--- src/rtl/lp_exit_pkg.sv ---
package lp_exit_pkg;
    typedef enum logic [1:0] {
        SEQ_IDLE = 2'd0,
        SEQ_PH_A = 2'd1,
        SEQ_PH_B = 2'd2,
        SEQ_DONE = 2'd3
    } seq_st_e;
endpackage

--- src/rtl/lp_exit_regs.sv ---
module lp_exit_regs #(
    parameter int ADDR_W   = 8,
    parameter int DATA_W   = 16,
    parameter int NAP_W    = 5,
    parameter int PDA_W    = 6,
    parameter int PDX_W    = 3,
    parameter int NAP_ADDR = 'h45,
    parameter int PDA_ADDR = 'h46,
    parameter int PDX_ADDR = 'h47
) (
    input  logic              clk,
    input  logic              rst_n,
    input  logic              wr,
    input  logic [ADDR_W-1:0] addr,
    input  logic [DATA_W-1:0] wdata,
    output logic [DATA_W-1:0] rdata,
    output logic [NAP_W-1:0]  napa_eff,
    output logic [NAP_W-1:0]  napx_eff,
    output logic [PDA_W-1:0]  pda_eff,
    output logic [PDX_W-1:0]  pdx_eff,
    output logic              dqs,
    output logic              zero_err
);
    localparam int NX_LO   = NAP_W;
    localparam int DQS_BIT = 2 * NAP_W;
    localparam logic [ADDR_W-1:0] A_NAP = ADDR_W'(NAP_ADDR);
    localparam logic [ADDR_W-1:0] A_PDA = ADDR_W'(PDA_ADDR);
    localparam logic [ADDR_W-1:0] A_PDX = ADDR_W'(PDX_ADDR);

    typedef struct packed {
        logic [NAP_W-1:0] napa;
        logic [NAP_W-1:0] napx;
        logic             dqs;
        logic [PDA_W-1:0] pda;
        logic [PDX_W-1:0] pdx;
        logic             err;
    } regs_t;

    regs_t q, d;

    logic unused_wdata_hi;
    assign unused_wdata_hi = ^wdata[DATA_W-1:DQS_BIT+1];

    always_comb begin
        d     = q;
        d.err = 1'b0;
        if (wr) begin
            if (addr == A_NAP) begin
                d.napa = wdata[NAP_W-1:0];
                d.napx = wdata[NX_LO +: NAP_W];
                d.dqs  = wdata[DQS_BIT];
                d.err  = (wdata[NAP_W-1:0] == '0) || (wdata[NX_LO +: NAP_W] == '0);
            end else if (addr == A_PDA) begin
                d.pda = wdata[PDA_W-1:0];
                d.err = (wdata[PDA_W-1:0] == '0);
            end else if (addr == A_PDX) begin
                d.pdx = wdata[PDX_W-1:0];
                d.err = (wdata[PDX_W-1:0] == '0);
            end
        end
    end

    always_ff @(posedge clk or negedge rst_n) begin
        if (!rst_n) begin
            q.napa <= NAP_W'(1);
            q.napx <= NAP_W'(1);
            q.dqs  <= 1'b1;
            q.pda  <= PDA_W'(1);
            q.pdx  <= PDX_W'(1);
            q.err  <= 1'b0;
        end else begin
            q <= d;
        end
    end

    always_comb begin
        rdata = '0;
        if (addr == A_NAP) begin
            rdata[NAP_W-1:0]      = q.napa;
            rdata[NX_LO +: NAP_W] = q.napx;
            rdata[DQS_BIT]        = q.dqs;
        end else if (addr == A_PDA) begin
            rdata[PDA_W-1:0] = q.pda;
        end else if (addr == A_PDX) begin
            rdata[PDX_W-1:0] = q.pdx;
        end
    end

    assign napa_eff = (q.napa == '0) ? NAP_W'(1) : q.napa;
    assign napx_eff = (q.napx == '0) ? NAP_W'(1) : q.napx;
    assign pda_eff  = (q.pda  == '0) ? PDA_W'(1) : q.pda;
    assign pdx_eff  = (q.pdx  == '0) ? PDX_W'(1) : q.pdx;
    assign dqs      = q.dqs;
    assign zero_err = q.err;
endmodule

--- src/rtl/lp_exit_ctr.sv ---
module lp_exit_ctr
    import lp_exit_pkg::*;
#(
    parameter int NAP_W  = 5,
    parameter int PDA_W  = 6,
    parameter int PDX_W  = 3,
    parameter int PDA_SH = 6,
    parameter int PDX_SH = 8
) (
    input  logic             clk,
    input  logic             rst_n,
    input  logic [NAP_W-1:0] napa,
    input  logic [NAP_W-1:0] napx,
    input  logic [PDA_W-1:0] pda,
    input  logic [PDX_W-1:0] pdx,
    input  logic             nap_req,
    input  logic             pdn_req,
    output logic             phase_a,
    output logic             phase_b,
    output logic             done,
    output logic             busy
);
    localparam int NAP_MAX = (1 << NAP_W) - 1;
    localparam int PDA_MAX = ((1 << PDA_W) - 1) << PDA_SH;
    localparam int PDX_MAX = ((1 << PDX_W) - 1) << PDX_SH;
    localparam int M1      = (NAP_MAX > PDA_MAX) ? NAP_MAX : PDA_MAX;
    localparam int END_MAX = (M1 > PDX_MAX) ? M1 : PDX_MAX;
    localparam int CNT_W   = $clog2(END_MAX + 2);

    typedef struct packed {
        seq_st_e          st;
        logic [CNT_W-1:0] cnt;
        logic [CNT_W-1:0] end_a;
        logic [CNT_W-1:0] end_t;
    } seq_t;

    seq_t q, d;

    logic [CNT_W-1:0] nap_a, nap_t, pdn_a, pdn_t;
    assign nap_a = CNT_W'(napa);
    assign nap_t = CNT_W'(napx);
    assign pdn_a = CNT_W'(pda) << PDA_SH;
    assign pdn_t = CNT_W'(pdx) << PDX_SH;

    always_comb begin
        d = q;
        unique case (q.st)
            SEQ_IDLE: begin
                if (nap_req || pdn_req) begin
                    d.st    = SEQ_PH_A;
                    d.cnt   = CNT_W'(1);
                    d.end_a = nap_req ? nap_a : pdn_a;
                    d.end_t = nap_req ? nap_t : pdn_t;
                end
            end
            SEQ_PH_A: begin
                d.cnt = q.cnt + CNT_W'(1);
                if (q.cnt >= q.end_a)
                    d.st = (q.end_t > q.end_a) ? SEQ_PH_B : SEQ_DONE;
            end
            SEQ_PH_B: begin
                d.cnt = q.cnt + CNT_W'(1);
                if (q.cnt >= q.end_t)
                    d.st = SEQ_DONE;
            end
            SEQ_DONE: d.st = SEQ_IDLE;
            default:  d.st = SEQ_IDLE;
        endcase
    end

    always_ff @(posedge clk or negedge rst_n) begin
        if (!rst_n) begin
            q.st    <= SEQ_IDLE;
            q.cnt   <= '0;
            q.end_a <= '0;
            q.end_t <= '0;
        end else begin
            q <= d;
        end
    end

    assign phase_a = (q.st == SEQ_PH_A);
    assign phase_b = (q.st == SEQ_PH_B);
    assign done    = (q.st == SEQ_DONE);
    assign busy    = (q.st != SEQ_IDLE);
endmodule

--- src/rtl/lp_exit_seq.sv ---
module lp_exit_seq #(
    parameter int ADDR_W   = 8,
    parameter int DATA_W   = 16,
    parameter int NAP_W    = 5,
    parameter int PDA_W    = 6,
    parameter int PDX_W    = 3,
    parameter int PDA_SH   = 6,
    parameter int PDX_SH   = 8,
    parameter int NAP_ADDR = 'h45,
    parameter int PDA_ADDR = 'h46,
    parameter int PDX_ADDR = 'h47
) (
    input  logic              clk,
    input  logic              rst_n,
    input  logic              reg_wr,
    input  logic [ADDR_W-1:0] reg_addr,
    input  logic [DATA_W-1:0] reg_wdata,
    output logic [DATA_W-1:0] reg_rdata,
    input  logic              nap_exit_req,
    input  logic              pdn_exit_req,
    output logic              phase_a,
    output logic              phase_b,
    output logic              exit_done,
    output logic              busy,
    output logic              zero_err,
    output logic              dqs_late
);
    logic [NAP_W-1:0] napa_e, napx_e;
    logic [PDA_W-1:0] pda_e;
    logic [PDX_W-1:0] pdx_e;

    lp_exit_regs #(
        .ADDR_W(ADDR_W), .DATA_W(DATA_W), .NAP_W(NAP_W), .PDA_W(PDA_W),
        .PDX_W(PDX_W), .NAP_ADDR(NAP_ADDR), .PDA_ADDR(PDA_ADDR), .PDX_ADDR(PDX_ADDR)
    ) u_regs (
        .clk(clk), .rst_n(rst_n), .wr(reg_wr), .addr(reg_addr), .wdata(reg_wdata),
        .rdata(reg_rdata), .napa_eff(napa_e), .napx_eff(napx_e), .pda_eff(pda_e),
        .pdx_eff(pdx_e), .dqs(dqs_late), .zero_err(zero_err)
    );

    lp_exit_ctr #(
        .NAP_W(NAP_W), .PDA_W(PDA_W), .PDX_W(PDX_W), .PDA_SH(PDA_SH), .PDX_SH(PDX_SH)
    ) u_ctr (
        .clk(clk), .rst_n(rst_n), .napa(napa_e), .napx(napx_e), .pda(pda_e),
        .pdx(pdx_e), .nap_req(nap_exit_req), .pdn_req(pdn_exit_req),
        .phase_a(phase_a), .phase_b(phase_b), .done(exit_done), .busy(busy)
    );
endmodule

--- config.mk ---
export PLATFORM = sky130hd
export DESIGN_NAME = lp_exit_seq
export DESIGN_NICKNAME = d
export VERILOG_FILES = /design/src/rtl/lp_exit_pkg.sv /design/src/rtl/lp_exit_regs.sv /design/src/rtl/lp_exit_ctr.sv /design/src/rtl/lp_exit_seq.sv
export SDC_FILE = /design/constraint.sdc
export NUM_CORES = 1
export LEC_CHECK = 0
export BUFFER_PORTS_ARGS = -buffer_cell sky130_fd_sc_hd__buf_2
export CORE_AREA = 8 8 89 91
export DETAILED_ROUTE_END_ITERATION = 6
export DIE_AREA = 0 0 97 99
export PLACE_DENSITY = 0.75
export SLEW_MARGIN = 20
export SYNTH_ARGS = -nofsm -noshare
export SYNTH_HDL_FRONTEND = slang
export SYNTH_HIERARCHICAL = 1
export SYNTH_SLANG_ARGS = --single-unit
export TNS_END_PERCENT = 30
--- constraint.sdc ---
create_clock -name clk -period 2.4 [get_ports clk]
set_input_delay 0.36 -clock clk [delete_from_list [all_inputs] [get_ports clk]]
set_output_delay 0.36 -clock clk [all_outputs]
set_load 0.05 [all_outputs]
==> impl_metrics.xml, run 1 <==
<?xml version="1.0" encoding="UTF-8"?>
<metrics>
  <group name="hold_path">
    <metric name="hold_path_end" unit="">u_regs/dqs</metric>
    <metric name="hold_start" unit="">reg_wdata[10]</metric>
    <metric name="hold_path_cell_cnt" unit="">2</metric>
    <metric name="min_path_type" unit="">input port to register</metric>
  </group>
  <group name="floorplan">
    <metric name="std_cell_rows" unit="">30</metric>
    <metric name="core" unit="mm^2">0.00657</metric>
    <metric name="die_area" unit="mm^2">0.00960</metric>
    <metric name="die_height" unit="um">99</metric>
    <metric name="floorplan.io_pins" unit="">51</metric>
    <metric name="effective_utilization_at_floorplan" unit="">0.529</metric>
    <metric name="die_width" unit="um">97</metric>
  </group>
  <group name="global_routing">
    <metric name="global_route.overflow_total" unit="">0</metric>
    <metric name="grt_pass1_vias" unit="">2768</metric>
    <metric name="grt_start_max_net_pins" unit="">29</metric>
    <metric name="antenna_found_initial" unit="">0</metric>
    <metric name="groute.usage.overall" unit="">0.158</metric>
    <metric name="grt_pass1_wl" unit="um">12800</metric>
  </group>
  <group name="layout">
    <metric name="final_instance_count_without_filler_cells" unit="">447</metric>
    <metric name="n_antenna_cell" unit="">0</metric>
    <metric name="final-seq-area" unit="mm^2">0.00136</metric>
    <metric name="layout_commonest_cell" unit="">sky130_fd_sc_hd__dfrtp_1</metric>
    <metric name="post_route_cells_drive_above_1_share" unit="">0.267</metric>
    <metric name="num-nets-final" unit="">428</metric>
    <metric name="multi_input_area" unit="mm^2">0.00187</metric>
    <metric name="area.growth.synth_to_final" unit="%">8.97</metric>
    <metric name="fillers" unit="">583</metric>
    <metric name="layout.cells.most_common_list" unit="">49 x sky130_fd_sc_hd__dfrtp_1, 40 x sky130_fd_sc_hd__buf_2, 33 x sky130_fd_sc_hd__ha_1</metric>
  </group>
  <group name="logic_synthesis">
    <metric name="ys_ff_latch" unit="">54</metric>
    <metric name="synth-edff-count" unit="">0</metric>
    <metric name="ys_seq_area_frac" unit="">0.391</metric>
    <metric name="avgSynthCellArea" unit="um^2">10.2</metric>
    <metric name="ys_async_sr_fraction" unit="">1.00</metric>
    <metric name="synthesis.yosys.warnings" unit="">6</metric>
    <metric name="synthCells" unit="">339</metric>
    <metric name="number_of_different_library_cells_in_the_post_synthesis_netlist" unit="">64</metric>
    <metric name="post_synth_instance_area" unit="mm^2">0.00347</metric>
    <metric name="yosys_most_used_dff" unit="">sky130_fd_sc_hd__dfrtp_1</metric>
  </group>
  <group name="clocking">
    <metric name="post-cts-setup-buffer-count" unit="">0</metric>
    <metric name="ctsHtreeMaxLevel" unit="">2</metric>
    <metric name="numCtsBuffers" unit="">5</metric>
    <metric name="numClockSinks" unit="">54</metric>
    <metric name="clkLatencyLatePin" unit="ns">0.31</metric>
    <metric name="clock-root-buffer" unit="">sky130_fd_sc_hd__clkbuf_8</metric>
    <metric name="cts_max_path_buffers" unit="">2</metric>
    <metric name="path_clk_slew" unit="ns">0.10</metric>
    <metric name="cts_tree" unit="">yes</metric>
  </group>
  <group name="placement">
    <metric name="place.detailed.hpwl" unit="um">5810</metric>
    <metric name="gp_congestion" unit="">0.851</metric>
    <metric name="buffer_ports.inserted" unit="">40</metric>
    <metric name="dp_cells" unit="">438</metric>
  </group>
  <group name="critical_path">
    <metric name="worst-endpoint-arrival" unit="ns">2.34</metric>
    <metric name="critical_path.cell_chain" unit="">inv_1, ha_1, nand2b_1, a2111oi_0, a2111oi_1, o211a_2, mux2_4</metric>
    <metric name="critical-path-max-stage-delay" unit="ns">0.42</metric>
    <metric name="worstPathMaxFanout" unit="">5</metric>
    <metric name="minimum_setup_slack_among_reg_to_reg_paths" unit="ns">0.26</metric>
    <metric name="criticalPathCategory" unit="">register to register</metric>
    <metric name="timing.critical_path.from_type" unit="">register</metric>
    <metric name="crit_buf_inv" unit="">1</metric>
    <metric name="crit_slowest_cell" unit="">sky130_fd_sc_hd__a2111oi_0</metric>
    <metric name="timing.critical_path.to_type" unit="">register</metric>
    <metric name="worst_r2r_startpoint" unit="">u_ctr/q[24]</metric>
    <metric name="crit_family" unit="">compound AO/OA/AOI/OAI gates</metric>
    <metric name="timing.critical_path.required" unit="ns">2.61</metric>
    <metric name="worst-r2r-cell-count" unit="">7</metric>
    <metric name="timing.rr.end" unit="">u_ctr/q[36]</metric>
    <metric name="cp.depth" unit="">7</metric>
  </group>
  <group name="sta">
    <metric name="fmax" unit="MHz">468</metric>
    <metric name="totalNegativeSetupSlack" unit="ns">0</metric>
    <metric name="final_period_minus_worst_setup_slack" unit="ns">2.14</metric>
    <metric name="period_share" unit="">0.890</metric>
    <metric name="rsz_0062_raised_after_global_routing" unit="">no</metric>
    <metric name="final-hold-violation-count" unit="">0</metric>
    <metric name="skew" unit="ns">0.00874</metric>
    <metric name="setup_viol" unit="">0</metric>
    <metric name="tightestPinTransition" unit="ns">0.600</metric>
    <metric name="slew_headroom" unit="">0.599</metric>
    <metric name="slew_violations" unit="">0</metric>
  </group>
  <group name="flow_run">
    <metric name="max_cap_violations" unit="">0</metric>
  </group>
  <group name="power_and_ir_drop">
    <metric name="worst_vdd_rail_ir_drop" unit="uV">847</metric>
    <metric name="total_leakage_power" unit="nW">1.79</metric>
    <metric name="power_density" unit="mW/mm^2">870</metric>
  </group>
  <group name="routing">
    <metric name="detail_route.vias_per_cell" unit="">5.83</metric>
    <metric name="drcViolationCount" unit="">0</metric>
    <metric name="finalWirelength" unit="um">7430</metric>
    <metric name="total_number_of_vias" unit="">2606</metric>
    <metric name="drtIter0Drc" unit="">115</metric>
    <metric name="tritonroute_pass_1_iters" unit="">4</metric>
    <metric name="antenna_violating_nets_post_route" unit="">0</metric>
    <metric name="wl_per_cell" unit="um">16.6</metric>
  </group>
  <group name="status">
    <metric name="run_status" unit="">finished clean</metric>
  </group>
</metrics>
==> metal layers <==
metal / part of all wire / vias up / GRT usage
li1: - / 1253 / -
met5: 0 / - / 0
met1: 0.45 / 1257 / 0.193
met4: 0.023 / 0 / 0.0615
met3: 0.051 / 15 / 0.0343
met2: 0.48 / 81 / 0.267
==> power by group <==
part           total [mW]  internal, mW  switching [mW]  leakage (nW)
Combinational        1.51         0.644           0.868          1.03
Sequential           1.23          1.06           0.171         0.714
Clock               0.554         0.238           0.315        0.0478
==> flip-flops by register name, indices dropped and copies added, names as in the netlist <==
| signal | flops |
|---|---|
| u_ctr/q | 33 |
| u_regs/q | 19 |
| u_regs/dqs | 1 |
| u_regs/zero_err | 1 |
==> worst max-delay path by stage <==
stage                      startpoint           to  slack (ns)
after global placement    u_ctr/q[36]  u_ctr/q[35]        0.26
after detailed placement  u_ctr/q[36]  u_ctr/q[35]        0.20
after CTS                 u_ctr/q[37]  u_ctr/q[35]        0.18
final                     u_ctr/q[24]  u_ctr/q[36]        0.26
after floorplan           u_ctr/q[36]  u_ctr/q[36]        0.09
after global routing      u_ctr/q[36]  u_ctr/q[35]        0.11
==> cell usage after synthesis, types with 2 or more instances <==
master	instances	area, um^2
sky130_fd_sc_hd__a21o_2	2	17.5
sky130_fd_sc_hd__a21oi_1	9	45.0
sky130_fd_sc_hd__a22o_1	11	96.3
sky130_fd_sc_hd__a22oi_1	6	45.0
sky130_fd_sc_hd__a31oi_1	2	12.5
sky130_fd_sc_hd__and2_1	2	12.5
sky130_fd_sc_hd__and3_1	6	37.5
sky130_fd_sc_hd__buf_4	6	45.0
sky130_fd_sc_hd__clkbuf_1	21	78.8
sky130_fd_sc_hd__dfrtp_1	49	1230
sky130_fd_sc_hd__dfstp_2	5	131
sky130_fd_sc_hd__ha_1	33	413
sky130_fd_sc_hd__inv_1	28	105
sky130_fd_sc_hd__mux2_2	14	158
sky130_fd_sc_hd__mux2_4	10	150
sky130_fd_sc_hd__mux2i_1	3	30.0
sky130_fd_sc_hd__nand2_1	17	63.8
sky130_fd_sc_hd__nand2b_1	10	62.6
sky130_fd_sc_hd__nand3_1	5	25.0
sky130_fd_sc_hd__nand3b_1	2	15.0
sky130_fd_sc_hd__nand4_1	3	18.8
sky130_fd_sc_hd__nor2_1	18	67.6
sky130_fd_sc_hd__nor2b_1	2	12.5
sky130_fd_sc_hd__nor3_1	4	20.0
sky130_fd_sc_hd__o2111ai_1	2	17.5
sky130_fd_sc_hd__o211ai_1	4	30.0
sky130_fd_sc_hd__o21ai_0	11	55.1
sky130_fd_sc_hd__o21ai_1	7	35.0
sky130_fd_sc_hd__o21bai_1	2	15.0
sky130_fd_sc_hd__o2bb2ai_1	2	17.5
sky130_fd_sc_hd__o31ai_1	2	15.0
sky130_fd_sc_hd__o41ai_1	2	17.5
sky130_fd_sc_hd__or3_1	5	31.3
sky130_fd_sc_hd__or4_1	2	15.0
sky130_fd_sc_hd__xnor2_1	2	17.5
sky130_fd_sc_hd__xor2_1	2	17.5
==> kinds of logic after synthesis <==
kind of cell	after synthesis	share of synthesized area
other cells	1	0.00108
compound gates	72	0.154
xor+xnor	4	0.0101
buf+inv	58	0.0764
flops	54	0.391
simple gates	90	0.151
mux	27	0.0973
fa+ha+maj	33	0.119
==> final cells by class <==
cell class	count	share of cell area
multi-input combinational	231	0.495
tap	80	0.0265
sequential	54	0.359
inverter	28	0.0278
timing repair buffer	46	0.0655
clock buffer	6	0.0218
clock inverter	2	0.00430
==> per-stage QoR <==
step                power [mW]  hold WS [ns]  setup WS, ns   util  cell area [um^2]
floorplan                 2.37        0.0644        0.0909      -              3490
global placement          2.68         0.211         0.263  0.558              3670
detailed placement        2.73         0.217         0.198  0.558              3670
CTS                       3.30         0.275         0.183  0.575              3780
global route              3.52         0.278         0.108  0.576              3780
finish                    3.29         0.281         0.263  0.576              3780
==> timing repair <==
item,CTS,global route
endpoints found under the setup margin,0,1
gates resized for setup,0,1
hold endpoints to repair,7,0
hold buffers,1,0
Note: power is estimated with default switching activity, not from simulation.
==> inputs of run 2 (changes only) <==
--- a/config.mk
+++ b/config.mk
@@ -9,8 +9,8 @@
 export CORE_AREA = 8 8 89 91
 export DETAILED_ROUTE_END_ITERATION = 6
 export DIE_AREA = 0 0 97 99
-export PLACE_DENSITY = 0.75
-export SLEW_MARGIN = 20
+export PLACE_DENSITY = 0.77
+export SLEW_MARGIN = 25
 export SYNTH_ARGS = -nofsm -noshare
 export SYNTH_HDL_FRONTEND = slang
 export SYNTH_HIERARCHICAL = 1
==> run 2 against run 1 <==
Cell count is the same. Clock-buffer cell count down 1. Hold slack better by 0.0048 ns. Global-route usage down 0.69 points. Die area is the same. Power increased by 1.6%. Largest cell class unchanged. Largest power group unchanged. Highest routed layer unchanged.
==> impl_metrics.xml, run 2 (same netlist as run 1, synthesis figures left out) <==
<?xml version="1.0" encoding="UTF-8"?>
<metrics>
  <group name="sta">
    <metric name="tightestPinTransition" unit="ns">0.672</metric>
    <metric name="slew_headroom" unit="">0.552</metric>
    <metric name="setup_viol" unit="">0</metric>
    <metric name="totalNegativeSetupSlack" unit="ns">0</metric>
    <metric name="post-route-worst-setup-slack" unit="ns">0.263</metric>
    <metric name="rsz_0062_raised_after_global_routing" unit="">no</metric>
    <metric name="slew_violations" unit="">0</metric>
    <metric name="period_share" unit="">0.890</metric>
    <metric name="final-hold-violation-count" unit="">0</metric>
    <metric name="final_period_minus_worst_setup_slack" unit="ns">2.14</metric>
    <metric name="fin_worst_hold_slack" unit="ns">0.286</metric>
    <metric name="skew" unit="ns">0.00812</metric>
    <metric name="fmax" unit="MHz">468</metric>
  </group>
  <group name="routing">
    <metric name="detail_route.vias_per_cell" unit="">5.71</metric>
    <metric name="drtIter0Drc" unit="">147</metric>
    <metric name="wl_per_cell" unit="um">16.2</metric>
    <metric name="drcViolationCount" unit="">0</metric>
    <metric name="antenna_violating_nets_post_route" unit="">0</metric>
    <metric name="finalWirelength" unit="um">7230</metric>
    <metric name="tritonroute_pass_1_iters" unit="">4</metric>
    <metric name="total_number_of_vias" unit="">2554</metric>
  </group>
  <group name="hold_path">
    <metric name="min_path_type" unit="">input port to register</metric>
  </group>
  <group name="layout">
    <metric name="post_route_cells_drive_above_1_share" unit="">0.264</metric>
    <metric name="layout.cells.most_common_list" unit="">49 x sky130_fd_sc_hd__dfrtp_1, 40 x sky130_fd_sc_hd__buf_2, 33 x sky130_fd_sc_hd__ha_1</metric>
    <metric name="layout_top_registers" unit="">u_ctr/q: 33 flops, u_regs/q: 19 flops</metric>
    <metric name="layout_commonest_cell" unit="">sky130_fd_sc_hd__dfrtp_1</metric>
    <metric name="largest_register_ffs" unit="">33</metric>
    <metric name="top_register" unit="">u_ctr/q</metric>
    <metric name="n_antenna_cell" unit="">0</metric>
    <metric name="area.growth.synth_to_final" unit="%">9.30</metric>
    <metric name="multi_input_area" unit="mm^2">0.00187</metric>
    <metric name="final-seq-area" unit="mm^2">0.00136</metric>
    <metric name="fillers" unit="">563</metric>
    <metric name="num-nets-final" unit="">428</metric>
  </group>
  <group name="critical_path">
    <metric name="criticalPathCategory" unit="">register to register</metric>
    <metric name="worst-endpoint-arrival" unit="ns">2.34</metric>
    <metric name="critical-path-max-stage-delay" unit="ns">0.47</metric>
    <metric name="timing.critical_path.to_type" unit="">register</metric>
    <metric name="worstPathMaxFanout" unit="">4</metric>
    <metric name="critical_path.cell_chain" unit="">inv_1, ha_1, or3b_2, a221oi_2, o31ai_1, o211a_2, mux2_4</metric>
    <metric name="crit_slowest_cell" unit="">sky130_fd_sc_hd__or3b_2</metric>
    <metric name="timing.critical_path.from_type" unit="">register</metric>
    <metric name="timing.critical_path.required" unit="ns">2.60</metric>
  </group>
  <group name="placement">
    <metric name="buffer_ports.inserted" unit="">40</metric>
    <metric name="place.detailed.hpwl" unit="um">5690</metric>
    <metric name="gp_congestion" unit="">0.795</metric>
    <metric name="place_worst_setup_slack" unit="ns">0.259</metric>
  </group>
  <group name="floorplan">
    <metric name="die_width" unit="um">97</metric>
    <metric name="die_area" unit="mm^2">0.00960</metric>
    <metric name="core" unit="mm^2">0.00657</metric>
    <metric name="floorplan.io_pins" unit="">51</metric>
    <metric name="die_height" unit="um">99</metric>
    <metric name="effective_utilization_at_floorplan" unit="">0.529</metric>
    <metric name="std_cell_rows" unit="">30</metric>
  </group>
  <group name="clocking">
    <metric name="path_clk_slew" unit="ns">0.10</metric>
    <metric name="cts_max_path_buffers" unit="">2</metric>
    <metric name="numCtsBuffers" unit="">5</metric>
    <metric name="ctsHtreeMaxLevel" unit="">2</metric>
    <metric name="cts_tree" unit="">yes</metric>
    <metric name="clkLatencyLatePin" unit="ns">0.31</metric>
    <metric name="clock-root-buffer" unit="">sky130_fd_sc_hd__clkbuf_8</metric>
    <metric name="numClockSinks" unit="">54</metric>
    <metric name="ctsResizeCount" unit="">0</metric>
  </group>
  <group name="global_routing">
    <metric name="groute.usage.overall" unit="">0.152</metric>
    <metric name="grt_pass1_vias" unit="">2633</metric>
    <metric name="grt_start_max_net_pins" unit="">29</metric>
    <metric name="grt_pass1_wl" unit="um">12400</metric>
    <metric name="global_route.overflow_total" unit="">0</metric>
    <metric name="antenna_found_initial" unit="">0</metric>
  </group>
  <group name="status">
    <metric name="run_status" unit="">finished clean</metric>
  </group>
  <group name="power_and_ir_drop">
    <metric name="post-layout-total-power" unit="mW">3.35</metric>
    <metric name="total_leakage_power" unit="nW">1.80</metric>
    <metric name="worst_vdd_rail_ir_drop" unit="uV">732</metric>
    <metric name="power_density" unit="mW/mm^2">882</metric>
  </group>
  <group name="flow_run">
    <metric name="max_cap_violations" unit="">0</metric>
  </group>
</metrics>
==> run 2: changes by cell type in the layout (fill, tap and decap cells not counted), sizes merged <==
| cell | previous run | this run |
|---|---|---|
| bufinv | 0 | 1 |
| clkbuf | 6 | 5 |
| inv | 29 | 30 |
| clkinvlp | 1 | 0 |
==> run 2: final timing paths <==
| kind | startpoint | endpoint | slack, ns | cells after the start |
|---|---|---|---|---|
| worst max-delay path | u_ctr/q[36] | u_ctr/q[36] | 0.26 | 7 |
| worst min-delay path | reg_wdata[10] | u_regs/dqs | 0.29 | 2 |
| worst max register to register | u_ctr/q[36] | u_ctr/q[36] | 0.26 | 7 |
| worst min register to register | u_ctr/q[22] | u_ctr/q[22] | 0.50 | 2 |
| max in group asynchronous | rst_n | u_regs/dqs | 1.20 | 3 |
| min in group asynchronous | rst_n | u_ctr/q[8] | 0.52 | 2 |
==> run 2: final cells by class <==
type | instances | area share
clock buffers | 5 | 0.0181
clock inverters | 3 | 0.0125
inverters | 28 | 0.0277
multi-input cells | 231 | 0.492
flip-flops and latches | 54 | 0.358
well taps | 80 | 0.0264
repair buffers | 46 | 0.0653
==> run 2: through the flow <==
step / utilization / cell area [um^2] / cells
after detailed placement: 0.558 / 3670 / 438
after CTS: 0.578 / 3790 / 447
after floorplan: - / 3490 / 343
after global routing: 0.578 / 3790 / 447
final: 0.578 / 3790 / 447
after global placement: 0.558 / 3670 / 438
==> run 2: repair_timing <==
item                                   4_1_cts  5_1_grt
hold buffers                                 1        0
buffers inserted                             0        0
endpoints found under the hold margin       14        0
==> run 2: routing by layer <==
| metal | up-vias | GRT usage | part of all wire |
|---|---|---|---|
| met2 | 65 | 0.253 | 0.48 |
| met5 | - | 0 | 0 |
| li1 | 1251 | - | - |
| met1 | 1230 | 0.198 | 0.48 |
| met3 | 8 | 0.0322 | 0.043 |
| met4 | 0 | 0.0284 | 0.0061 |
==> run 2: worst max-delay path, delay by kind of cell, from the launching register on <==
| kind | cells | cell delay (ns) |
|---|---|---|
| AOI/OAI and AO/OA | 3 | 0.47 |
| adders and majority gates | 1 | 0.23 |
| buffers and inverters | 1 | 0.12 |
| DFF | 1 | 0.43 |
| muxes | 1 | 0.29 |
| and+or+nand+nor | 1 | 0.47 |
==> run 2: report_power, final <==
group / leakage (nW) / internal, mW / switching, mW / total (mW)
logic: 1.03 / 0.635 / 0.860 / 1.49
registers: 0.714 / 1.06 / 0.160 / 1.22
clock network: 0.0591 / 0.319 / 0.316 / 0.635
==> inputs of run 3 (changes only) <==
==> constraint.sdc (replaced) <==
create_clock -name clk -period 2.4 [get_ports clk]
set_input_delay 0.24 -clock clk [delete_from_list [all_inputs] [get_ports clk]]
set_output_delay 0.24 -clock clk [all_outputs]
set_load 0.05 [all_outputs]
==> run 3 against run 2 <==
Sequential share of layout area increased by 0.24 points. Highest routed layer unchanged. Largest cell class unchanged. Worst setup slack worse by 0.045 ns. Routed wire length rose by 1.8%. Combinational power about the same. Via count fell by 1.1%. First-iteration DRC count down 43%. Flip-flop and latch count stayed put. Power shrank 2.4%. Sequential power about the same. Global-route usage grew 0.37 points. Die area unchanged. Cell count shrank 0.22%.
==> impl_metrics.xml, run 3 (same netlist as run 1, synthesis figures left out) <==
<?xml version="1.0" encoding="UTF-8"?>
<metrics>
  <group name="placement">
    <metric name="place.detailed.hpwl" unit="um">5760</metric>
    <metric name="buffer_ports.inserted" unit="">40</metric>
    <metric name="dp_cells" unit="">437</metric>
    <metric name="gp_congestion" unit="">0.800</metric>
    <metric name="placement_stage_cell_area" unit="mm^2">0.00366</metric>
  </group>
  <group name="hold_path">
    <metric name="min_path_type" unit="">input port to register</metric>
  </group>
  <group name="layout">
    <metric name="n_antenna_cell" unit="">0</metric>
    <metric name="num-nets-final" unit="">427</metric>
    <metric name="top_register" unit="">u_ctr/q</metric>
    <metric name="post-route-util" unit="">0.574</metric>
    <metric name="final-seq-area" unit="mm^2">0.00136</metric>
    <metric name="fillers" unit="">567</metric>
    <metric name="area.growth.synth_to_final" unit="%">8.58</metric>
    <metric name="multi_input_area" unit="mm^2">0.00187</metric>
    <metric name="post_route_cells_drive_above_1_share" unit="">0.262</metric>
    <metric name="layout.cells.most_common_list" unit="">49 x sky130_fd_sc_hd__dfrtp_1, 40 x sky130_fd_sc_hd__buf_2, 33 x sky130_fd_sc_hd__ha_1</metric>
    <metric name="largest_register_ffs" unit="">33</metric>
    <metric name="final_cell_area" unit="mm^2">0.00377</metric>
    <metric name="final_instance_count_without_filler_cells" unit="">446</metric>
    <metric name="layout_commonest_cell" unit="">sky130_fd_sc_hd__dfrtp_1</metric>
    <metric name="layout_top_registers" unit="">u_ctr/q: 33 flops, u_regs/q: 19 flops</metric>
  </group>
  <group name="power_and_ir_drop">
    <metric name="power_density" unit="mW/mm^2">866</metric>
    <metric name="post-layout-total-power" unit="mW">3.26</metric>
    <metric name="worst_vdd_rail_ir_drop" unit="uV">745</metric>
    <metric name="total_leakage_power" unit="nW">1.79</metric>
  </group>
  <group name="global_routing">
    <metric name="antenna_found_initial" unit="">0</metric>
    <metric name="grt_start_max_net_pins" unit="">37</metric>
    <metric name="groute.usage.overall" unit="">0.155</metric>
    <metric name="grt_pass1_vias" unit="">2646</metric>
    <metric name="grt_pass1_wl" unit="um">12500</metric>
    <metric name="global_route.overflow_total" unit="">0</metric>
  </group>
  <group name="floorplan">
    <metric name="die_width" unit="um">97</metric>
    <metric name="std_cell_rows" unit="">30</metric>
    <metric name="die_area" unit="mm^2">0.00960</metric>
    <metric name="floorplan.io_pins" unit="">51</metric>
    <metric name="die_height" unit="um">99</metric>
    <metric name="core" unit="mm^2">0.00657</metric>
    <metric name="effective_utilization_at_floorplan" unit="">0.529</metric>
  </group>
  <group name="clocking">
    <metric name="ctsResizeCount" unit="">0</metric>
    <metric name="ctsHtreeMaxLevel" unit="">2</metric>
    <metric name="post-cts-setup-buffer-count" unit="">0</metric>
    <metric name="clkLatencyLatePin" unit="ns">0.31</metric>
    <metric name="numCtsBuffers" unit="">5</metric>
    <metric name="path_clk_slew" unit="ns">0.10</metric>
    <metric name="numClockSinks" unit="">54</metric>
    <metric name="cts-hold-fix-buffers" unit="">1</metric>
    <metric name="cts_tree" unit="">yes</metric>
    <metric name="cts_max_path_buffers" unit="">2</metric>
    <metric name="clock-root-buffer" unit="">sky130_fd_sc_hd__clkbuf_8</metric>
  </group>
  <group name="critical_path">
    <metric name="timing.critical_path.to_type" unit="">register</metric>
    <metric name="worstPathMaxFanout" unit="">4</metric>
    <metric name="timing.critical_path.required" unit="ns">2.61</metric>
    <metric name="worst-endpoint-arrival" unit="ns">2.39</metric>
    <metric name="criticalPathCategory" unit="">register to register</metric>
    <metric name="timing.critical_path.from_type" unit="">register</metric>
  </group>
  <group name="sta">
    <metric name="slew_violations" unit="">0</metric>
    <metric name="totalNegativeSetupSlack" unit="ns">0</metric>
    <metric name="period_share" unit="">0.909</metric>
    <metric name="setup_viol" unit="">0</metric>
    <metric name="skew" unit="ns">0.00266</metric>
    <metric name="tightestPinTransition" unit="ns">0.707</metric>
    <metric name="final-hold-violation-count" unit="">0</metric>
    <metric name="rsz_0062_raised_after_global_routing" unit="">no</metric>
    <metric name="final_period_minus_worst_setup_slack" unit="ns">2.18</metric>
    <metric name="slew_headroom" unit="">0.528</metric>
    <metric name="fmax" unit="MHz">458</metric>
  </group>
  <group name="routing">
    <metric name="drcViolationCount" unit="">0</metric>
    <metric name="wl_per_cell" unit="um">16.5</metric>
    <metric name="drtIter0Drc" unit="">84</metric>
    <metric name="finalWirelength" unit="um">7350</metric>
    <metric name="detail_route.vias_per_cell" unit="">5.67</metric>
    <metric name="total_number_of_vias" unit="">2527</metric>
    <metric name="antenna_violating_nets_post_route" unit="">0</metric>
    <metric name="tritonroute_pass_1_iters" unit="">4</metric>
  </group>
  <group name="status">
    <metric name="run_status" unit="">finished clean</metric>
  </group>
  <group name="flow_run">
    <metric name="max_cap_violations" unit="">0</metric>
  </group>
</metrics>
-- run 3: cell types whose count changed in the layout (fill, tap and decap cells not counted) --
cell                         previous run  this run
sky130_fd_sc_hd__buf_4                  5         4
sky130_fd_sc_hd__bufinv_16              1         0
sky130_fd_sc_hd__clkbuf_8               5         6
sky130_fd_sc_hd__clkinvlp_4             0         1
sky130_fd_sc_hd__inv_6                  2         1
-- run 3: per-layer routing --
metal  wire length, um  up-vias  share of wire  track usage
met5                 0        -              0            0
met4                54        0         0.0073       0.0402
met3               333        5          0.045       0.0371
met2              3490       59           0.48        0.259
met1              3470     1221           0.47        0.196
li1                  -     1242              -            -
-- run 3: path summary, 6_finish.rpt --
| path | startpoint | to | slack (ns) | cells after the start |
|---|---|---|---|---|
| worst max register to register | u_ctr/q[36] | u_ctr/q[36] | 0.22 | 7 |
| min in group asynchronous | rst_n | u_ctr/q[33] | 0.40 | 2 |
| worst min register to register | u_ctr/q[21] | u_ctr/q[21] | 0.49 | 2 |
| worst max-delay path | u_ctr/q[36] | u_ctr/q[36] | 0.22 | 7 |
| max in group asynchronous | rst_n | u_regs/dqs | 1.16 | 3 |
| worst min-delay path | reg_wdata[10] | u_regs/dqs | 0.16 | 2 |
-- run 3: critical path, cell delays in order (launching register included) --
cell and delay, ns:
sky130_fd_sc_hd__dfrtp_1 0.43, sky130_fd_sc_hd__inv_1 0.13, sky130_fd_sc_hd__ha_1 0.26, sky130_fd_sc_hd__or3b_2 0.47, sky130_fd_sc_hd__a221oi_2 0.20, sky130_fd_sc_hd__o31ai_1 0.10, sky130_fd_sc_hd__o211a_2 0.18, sky130_fd_sc_hd__mux2_4 0.30
-- run 3: report_power, final --
group	switching (mW)	total (mW)	internal, mW
clock network	0.316	0.554	0.238
logic	0.863	1.50	0.633
registers	0.159	1.21	1.06
total	1.34	3.26	1.93
-- run 3: cell type report --
class                           instances  area share
Timing Repair Buffer                   45      0.0637
Tap cell                               80      0.0266
Multi-Input combinational cell        231       0.496
Inverter                               28      0.0279
Clock buffer                            6      0.0219
Clock inverter                          2     0.00431
Sequential cell                        54       0.360
-- run 3: per-stage QoR --
step                worst slack (ns)  hold WS, ns
detailed placement             0.242        0.211
global route                  0.0748        0.153
floorplan                     0.0909      -0.0556
finish                         0.218        0.160
CTS                            0.220        0.151
global placement               0.309        0.211
